**src/rtl/flash_cmd_pkg.sv**
```systemverilog
package flash_cmd_pkg;

  typedef enum logic [1:0] {
    RM_ARRAY  = 2'd0,
    RM_STATUS = 2'd1,
    RM_IDENT  = 2'd2,
    RM_QUERY  = 2'd3
  } rd_mode_e;

  typedef enum logic [1:0] {
    JK_PROG  = 2'd0,
    JK_ERASE = 2'd1,
    JK_LOCK  = 2'd2,
    JK_OTP   = 2'd3
  } job_kind_e;

  typedef enum logic [2:0] {
    SQ_IDLE,
    SQ_PROG,
    SQ_ERASE,
    SQ_LOCK,
    SQ_OTP
  } seq_state_e;

  localparam logic [7:0] OP_ARRAY    = 8'hFF;
  localparam logic [7:0] OP_STATUS   = 8'h70;
  localparam logic [7:0] OP_IDENT    = 8'h90;
  localparam logic [7:0] OP_QUERY    = 8'h98;
  localparam logic [7:0] OP_PROG     = 8'h40;
  localparam logic [7:0] OP_PROG_ALT = 8'h10;
  localparam logic [7:0] OP_ERASE    = 8'h20;
  localparam logic [7:0] OP_LOCK     = 8'h60;
  localparam logic [7:0] OP_OTP      = 8'hC0;
  localparam logic [7:0] OP_CONFIRM  = 8'hD0;
  localparam logic [7:0] OP_SUSPEND  = 8'hB0;
  localparam logic [7:0] OP_CLEAR    = 8'h50;
  localparam logic [7:0] OP_LK_SET   = 8'h01;
  localparam logic [7:0] OP_LK_DOWN  = 8'h2F;

endpackage

```
**src/rtl/fcs_decoder.sv**
```systemverilog
module fcs_decoder
  import flash_cmd_pkg::*;
(
  input  logic       clk,
  input  logic       rst,
  input  logic       wr_en,
  input  logic [7:0] op,
  input  logic       eng_run,
  input  logic       eng_susp,
  output logic [1:0] rd_mode,
  output logic       launch,
  output job_kind_e  launch_kind,
  output logic       suspend_cmd,
  output logic       resume_cmd,
  output logic       clear_cmd,
  output logic       seq_err
);

  seq_state_e state_q, state_d;
  rd_mode_e   mode_q, mode_d;

  // Recognise a read-source command
  function automatic logic is_mode_op(input logic [7:0] c);
    return (c == OP_ARRAY) || (c == OP_STATUS) || (c == OP_IDENT) || (c == OP_QUERY);
  endfunction

  function automatic rd_mode_e mode_of(input logic [7:0] c);
    case (c)
      OP_STATUS: return RM_STATUS;
      OP_IDENT:  return RM_IDENT;
      OP_QUERY:  return RM_QUERY;
      default:   return RM_ARRAY;
    endcase
  endfunction

  always_comb begin
    state_d     = state_q;
    mode_d      = mode_q;
    launch      = 1'b0;
    launch_kind = JK_PROG;
    suspend_cmd = 1'b0;
    resume_cmd  = 1'b0;
    clear_cmd   = 1'b0;
    seq_err     = 1'b0;
    if (wr_en) begin
      case (state_q)
        SQ_IDLE: begin
          if (eng_run) begin
            // Only pause and status view are honoured while running
            if (op == OP_SUSPEND)     suspend_cmd = 1'b1;
            else if (op == OP_STATUS) mode_d = RM_STATUS;
          end else if (eng_susp) begin
            if (is_mode_op(op))        mode_d = mode_of(op);
            else if (op == OP_CONFIRM) begin
              resume_cmd = 1'b1;
              mode_d     = RM_STATUS;
            end else if (op == OP_CLEAR) clear_cmd = 1'b1;
          end else begin
            if (is_mode_op(op))     mode_d = mode_of(op);
            else if (op == OP_CLEAR) clear_cmd = 1'b1;
            else if (op == OP_PROG || op == OP_PROG_ALT) begin
              state_d = SQ_PROG;
              mode_d  = RM_STATUS;
            end else if (op == OP_ERASE) begin
              state_d = SQ_ERASE;
              mode_d  = RM_STATUS;
            end else if (op == OP_LOCK) begin
              state_d = SQ_LOCK;
              mode_d  = RM_STATUS;
            end else if (op == OP_OTP) begin
              state_d = SQ_OTP;
              mode_d  = RM_STATUS;
            end
          end
        end
        SQ_PROG: begin
          launch      = 1'b1;
          launch_kind = JK_PROG;
          state_d     = SQ_IDLE;
        end
        SQ_ERASE: begin
          if (op == OP_CONFIRM) begin
            launch      = 1'b1;
            launch_kind = JK_ERASE;
          end else begin
            seq_err = 1'b1;
          end
          state_d = SQ_IDLE;
        end
        SQ_LOCK: begin
          if (op == OP_LK_SET || op == OP_CONFIRM || op == OP_LK_DOWN) begin
            launch      = 1'b1;
            launch_kind = JK_LOCK;
          end else begin
            seq_err = 1'b1;
          end
          state_d = SQ_IDLE;
        end
        SQ_OTP: begin
          launch      = 1'b1;
          launch_kind = JK_OTP;
          state_d     = SQ_IDLE;
        end
        default: state_d = SQ_IDLE;
      endcase
    end
  end

  always_ff @(posedge clk) begin
    if (rst) begin
      state_q <= SQ_IDLE;
      mode_q  <= RM_ARRAY;
    end else begin
      state_q <= state_d;
      mode_q  <= mode_d;
    end
  end

  assign rd_mode = mode_q;

endmodule

```
**src/rtl/fcs_engine.sv**
```systemverilog
module fcs_engine
  import flash_cmd_pkg::*;
#(
  parameter int ADDR_W     = 20,
  parameter int DATA_W     = 16,
  parameter int JOB_CYCLES = 8
) (
  input  logic              clk,
  input  logic              rst,
  input  logic              launch,
  input  job_kind_e         launch_kind,
  input  logic [ADDR_W-1:0] launch_addr,
  input  logic [DATA_W-1:0] launch_data,
  input  logic              suspend_cmd,
  input  logic              resume_cmd,
  output logic              eng_run,
  output logic              eng_susp,
  output job_kind_e         eng_kind,
  output logic              job_req,
  output logic [ADDR_W-1:0] job_addr,
  output logic [DATA_W-1:0] job_data
);

  localparam int CNT_W = $clog2(JOB_CYCLES + 1);
  localparam logic [CNT_W-1:0] CNT_LOAD = CNT_W'(JOB_CYCLES);

  logic [CNT_W-1:0]  cnt_q;
  logic              susp_q;
  logic              req_q;
  job_kind_e         kind_q;
  logic [ADDR_W-1:0] addr_q;
  logic [DATA_W-1:0] data_q;

  assign eng_run  = (cnt_q != '0) && !susp_q;
  assign eng_susp = susp_q;
  assign eng_kind = kind_q;

  always_ff @(posedge clk) begin
    if (rst) begin
      cnt_q  <= '0;
      susp_q <= 1'b0;
      req_q  <= 1'b0;
      kind_q <= JK_PROG;
      addr_q <= '0;
      data_q <= '0;
    end else begin
      req_q <= launch;
      if (launch) begin
        cnt_q  <= CNT_LOAD;
        kind_q <= launch_kind;
        addr_q <= launch_addr;
        data_q <= launch_data;
      end else if (eng_run) begin
        cnt_q <= cnt_q - 1'b1;
      end
      if (suspend_cmd)     susp_q <= 1'b1;
      else if (resume_cmd) susp_q <= 1'b0;
    end
  end

  assign job_req  = req_q;
  assign job_addr = addr_q;
  assign job_data = data_q;

endmodule

```
**src/rtl/fcs_status.sv**
```systemverilog
module fcs_status
  import flash_cmd_pkg::*;
(
  input  logic       clk,
  input  logic       rst,
  input  logic       seq_err,
  input  logic       clear_cmd,
  input  logic       eng_run,
  input  logic       eng_susp,
  input  job_kind_e  eng_kind,
  output logic [7:0] status
);

  logic [1:0] err_q;   // sticky sequence-error pair, bits 5 and 4

  always_ff @(posedge clk) begin
    if (rst)            err_q <= 2'b00;
    else if (seq_err)   err_q <= 2'b11;
    else if (clear_cmd) err_q <= 2'b00;
  end

  always_comb begin
    status    = 8'h00;
    status[7] = !eng_run;
    status[6] = eng_susp && (eng_kind == JK_ERASE);
    status[5] = err_q[1];
    status[4] = err_q[0];
    status[2] = eng_susp && (eng_kind != JK_ERASE);
  end

endmodule

```
**src/rtl/flash_cmd_seq.sv**
```systemverilog
module flash_cmd_seq
  import flash_cmd_pkg::*;
#(
  parameter int ADDR_W     = 20,
  parameter int DATA_W     = 16,
  parameter int JOB_CYCLES = 8
) (
  input  logic              clk,
  input  logic              rst,
  input  logic              wr_en,
  input  logic [ADDR_W-1:0] wr_addr,
  input  logic [DATA_W-1:0] wr_data,
  output logic [1:0]        rd_mode,
  output logic [7:0]        status,
  output logic              job_req,
  output logic [1:0]        job_kind,
  output logic [ADDR_W-1:0] job_addr,
  output logic [DATA_W-1:0] job_data
);

  logic      launch, suspend_cmd, resume_cmd, clear_cmd, seq_err;
  logic      eng_run, eng_susp;
  job_kind_e launch_kind, eng_kind;

  fcs_decoder u_dec (
    .clk         (clk),
    .rst         (rst),
    .wr_en       (wr_en),
    .op          (wr_data[7:0]),
    .eng_run     (eng_run),
    .eng_susp    (eng_susp),
    .rd_mode     (rd_mode),
    .launch      (launch),
    .launch_kind (launch_kind),
    .suspend_cmd (suspend_cmd),
    .resume_cmd  (resume_cmd),
    .clear_cmd   (clear_cmd),
    .seq_err     (seq_err)
  );

  fcs_engine #(
    .ADDR_W     (ADDR_W),
    .DATA_W     (DATA_W),
    .JOB_CYCLES (JOB_CYCLES)
  ) u_eng (
    .clk         (clk),
    .rst         (rst),
    .launch      (launch),
    .launch_kind (launch_kind),
    .launch_addr (wr_addr),
    .launch_data (wr_data),
    .suspend_cmd (suspend_cmd),
    .resume_cmd  (resume_cmd),
    .eng_run     (eng_run),
    .eng_susp    (eng_susp),
    .eng_kind    (eng_kind),
    .job_req     (job_req),
    .job_addr    (job_addr),
    .job_data    (job_data)
  );

  fcs_status u_stat (
    .clk       (clk),
    .rst       (rst),
    .seq_err   (seq_err),
    .clear_cmd (clear_cmd),
    .eng_run   (eng_run),
    .eng_susp  (eng_susp),
    .eng_kind  (eng_kind),
    .status    (status)
  );

  assign job_kind = eng_kind;

endmodule

```
**config.mk**
```make
export PLATFORM = sky130hd
export DESIGN_NAME = flash_cmd_seq
export DESIGN_NICKNAME = d
export VERILOG_FILES = /design/src/rtl/flash_cmd_pkg.sv /design/src/rtl/fcs_decoder.sv /design/src/rtl/fcs_engine.sv /design/src/rtl/fcs_status.sv /design/src/rtl/flash_cmd_seq.sv
export SDC_FILE = /design/constraint.sdc
export NUM_CORES = 1
export LEC_CHECK = 0
export BUFFER_PORTS_ARGS = -buffer_cell sky130_fd_sc_hd__buf_2
export CORE_ASPECT_RATIO = 0.75
export CORE_MARGIN = 4
export CORE_UTILIZATION = 41
export CTS_CLUSTER_SIZE = 16
export DETAILED_ROUTE_END_ITERATION = 8
export GPL_TIMING_DRIVEN = 0
export PLACE_DENSITY = 0.82
export SLEW_MARGIN = 15
export SYNTH_ARGS = -nofsm -noshare
export SYNTH_HDL_FRONTEND = slang
export SYNTH_SLANG_ARGS = --single-unit
```
**constraint.sdc**
```tcl
create_clock -name clk -period 2.3 [get_ports clk]
set_input_delay 0.46 -clock clk [delete_from_list [all_inputs] [get_ports clk]]
set_output_delay 0.46 -clock clk [all_outputs]
set_load 0.01 [all_outputs]
```
==> results.json <==
{
  "status": "completed",
  "area_delta_synth_final_pct": 29.61,
  "fill_cells": 447,
  "synth.most_common_cell": "dfxtp_1",
  "synth_cells": 203,
  "ff_latch_area_um2": 1001,
  "grt-ovfl-total": 0,
  "die_x_um": 90.73,
  "synth_area_leaders": "dfxtp_1, a22o_1, buf_6",
  "swShare": 0.2738,
  "ys_seq_area_frac": 0.4756,
  "cts_tree": "done",
  "switchingPower_mw": 0.5236,
  "grt_pass1_wl_um": 8376,
  "power.clock.fraction": 0.334,
  "hpwl_um": 3924,
  "setup_ws_ns": 0.1642,
  "slew_viol_final": 0,
  "startpoint": "u_eng.cnt_q[0]",
  "path_clk_slew_ns": 0.10,
  "cts-resized-gates": 0,
  "postCtsSetupRepairBufs": 0,
  "cts_buffers": 5,
  "hp-class": "primary input to flip-flop",
  "die_area_um2": 6355,
  "max_cap_viol_count": 0,
  "ir_drop_mv": 0.3597,
  "cts.sinks": 50,
  "viasPerCell": 5.320,
  "synthTopCellsByCount": "dfxtp_1, a22o_1, nand2_1",
  "boundaryPins": 88,
  "rsz0062_at_grt": "false",
  "synth_edf_count": 0,
  "grt_max_degree": 18,
  "synth_area_um2": 2105,
  "htree_levels": 2,
  "synth_ff_type": "dfxtp_1",
  "n_antenna_cell": 0,
  "grt_pass1_vias": 1751,
  "post_drt_wl_per_cell_um": 14.39,
  "crit_chain": "inv_1 > ha_1 > nor3b_2 > nor2_2 > inv_1 > buf_2",
  "r2r-start": "u_eng.cnt_q[0]",
  "final_nets": 335,
  "place_congestion": 0.8254,
  "io_buffers": 83,
  "layout-drive-gt1-share": 0.3750,
  "cts_buffer_depth": 2,
  "post-route-min-period_ns": 2.136,
  "synth_top_cell_area_share": 0.4756,
  "slowest_stage": "dfxtp_1",
  "seqPwrFrac": 0.487,
  "p_per_area_nw_per_um2": 701.0,
  "critical_path.most_common_cell": "inv_1",
  "fin_hold_ws_ns": 0.3563,
  "reg2reg_to": "u_eng.cnt_q[3]",
  "cts_root_buffer": "clkbuf_8",
  "avgSynthCellArea_um2": 10.37,
  "drt_pass1_iterations": 5,
  "power_frac_comb": 0.179,
  "worstSetupPathType": "flip-flop to output pin",
  "ys_types": 49,
  "ys_ff_latch": 50,
  "reg2reg_slack_ns": 0.43,
  "start_kind": "flip-flop",
  "antenna_found_initial": 0,
  "cp_slowest_stage_delay_ns": 0.37,
  "fin_skew_ns": 0.006247,
  "via_count": 1894,
  "clk_latency_ns": 0.31,
  "p_leak_nw": 1.288,
  "ys_async_sr_fraction": 0,
  "multi_input_area_um2": 965.9,
  "crit_end": "status[7]",
  "grt_usage": 0.1595,
  "place_ws_ns": -0.1396,
  "die_h_um": 70.05,
  "rows": 22,
  "first_iter_violations": 59,
  "ctsHoldBuffers": 0,
  "antenna_left": 0,
  "path_max_fanout": 7,
  "period_share": 0.9286,
  "cp_data_arrival_time_ns": 1.68,
  "final_hold_viol_count": 0,
  "finalWirelength_um": 5124,
  "worst_ep_required_time_ns": 1.84,
  "max_freq_ghz": 0.4682,
  "worstMarginPinSlew_ns": 0.4948,
  "endpoint_kind": "output pin",
  "setup_viol": 0,
  "drc": 0,
  "initial_core_util": 0.4271,
  "coreArea_um2": 4927,
  "intPower_mw": 1.389,
  "relSlewSlack": 0.6671,
  "yosysTopAreaCell": "dfxtp_1",
  "ys_warn_count": 0,
  "reg2reg_depth": 8
}
-- per-stage QoR --
step / cells / cell area (um2) / utilization / TNS (ns) / power [mW]
2_1_floorplan: 205 / 2112 / - / 0 / 1.179
3_3_place_gp: 348 / 2603 / 0.5282 / -3.887 / 1.274
3_5_place_dp: 348 / 2603 / 0.5282 / -4.490 / 1.283
4_1_cts: 356 / 2720 / 0.5521 / 0 / 1.922
5_1_grt: 356 / 2728 / 0.5536 / 0 / 2.021
6_report: 356 / 2728 / 0.5536 / 0 / 1.912
-- metal layers --
metal  share of wire  routed length (um)  track usage  vias up
met5               0                   0            0        -
met1            0.50                2576       0.2370      854
met4          0.0060                  31      0.03056        0
met2            0.40                2059       0.2251       93
met3           0.089                 456      0.04952        4
li1                -                   -            -      943
-- cell usage in the layout, fill, tap and decap left out, types with 2 or more instances in the layout --
cell type and count:
buf_2 85, dfxtp_1 50, a22o_1 38, nand2_1 12, nor2_1 9, inv_1 8, clkbuf_1 5, buf_6 5
buf_4 5, clkbuf_8 5, and4_1 4, nor3_1 4, o21ai_0 4, nor4_1 3, xnor2_1 3, a21oi_1 3
a211oi_1 3, conb_1 3, nor2_2 2, nor2b_1 2, nand4_1 2, o31ai_1 2, nand3_1 2, or4_1 2
and2_1 2, nor3b_1 2, o21a_1 2, a211o_1 2, nand4b_1 2
-- layout make-up --
class | instances | area share
plain buffers | 17 | 0.04495
multi-input cells | 130 | 0.3541
well taps | 60 | 0.02752
flip-flops and latches | 50 | 0.3670
clock inverters | 3 | 0.01789
repair buffers | 83 | 0.1523
inverters | 8 | 0.01101
clock buffers | 5 | 0.02523
-- sequential cells by signal (all words and copies together) (netlist names) --
signal,flops
u_eng.job_addr,20
u_eng.job_data,16
u_eng.cnt_q,4
u_dec.state_q,3
u_dec.rd_mode,2
u_eng.eng_kind,2
u_eng.eng_susp,1
u_eng.job_req,1
u_stat.err_q,1
-- worst min path at each step --
stage	from	to	cells past startpoint
2_1_floorplan	u_dec.rd_mode[0]	u_dec.rd_mode[0]	2
6_report	wr_data[12]	u_eng.job_data[12]	2
5_1_grt	wr_data[12]	u_eng.job_data[12]	2
4_1_cts	wr_data[12]	u_eng.job_data[12]	2
3_3_place_gp	u_dec.rd_mode[0]	u_dec.rd_mode[0]	2
3_5_place_dp	u_dec.rd_mode[0]	u_dec.rd_mode[0]	2
-- worst max-delay path, delay by kind of cell (launching register included) --
family,cells,cell delay (ns)
fa+ha+maj,1,0.20
simple gates,2,0.39
buf+inv,3,0.42
flops,1,0.37
-- power by group through the flow --
| stage | registers (mW) | clock network (mW) | logic (mW) |
|---|---|---|---|
| 6_report | 0.932 | 0.639 | 0.342 |
| 2_1_floorplan | 0.947 | 0 | 0.233 |
| 3_5_place_dp | 0.948 | 0 | 0.335 |
| 3_3_place_gp | 0.947 | 0 | 0.327 |
| 4_1_cts | 0.929 | 0.658 | 0.336 |
| 5_1_grt | 0.936 | 0.693 | 0.391 |
-- cells by family (layout without fill, tap and decap cells) --
logic type,after synthesis,in the layout,share of synthesized area
AOI/OAI and AO/OA,66,66,0.2693
buffers and inverters,25,116,0.07253
xor gates and xnor gates,4,4,0.01665
adders and majority gates,1,1,0.005944
muxes,1,1,0.004756
DFF,50,50,0.4756
and+or+nand+nor,55,55,0.1534
other,1,3,0.001782
No activity file was read; power rests on OpenSTA's default activity.
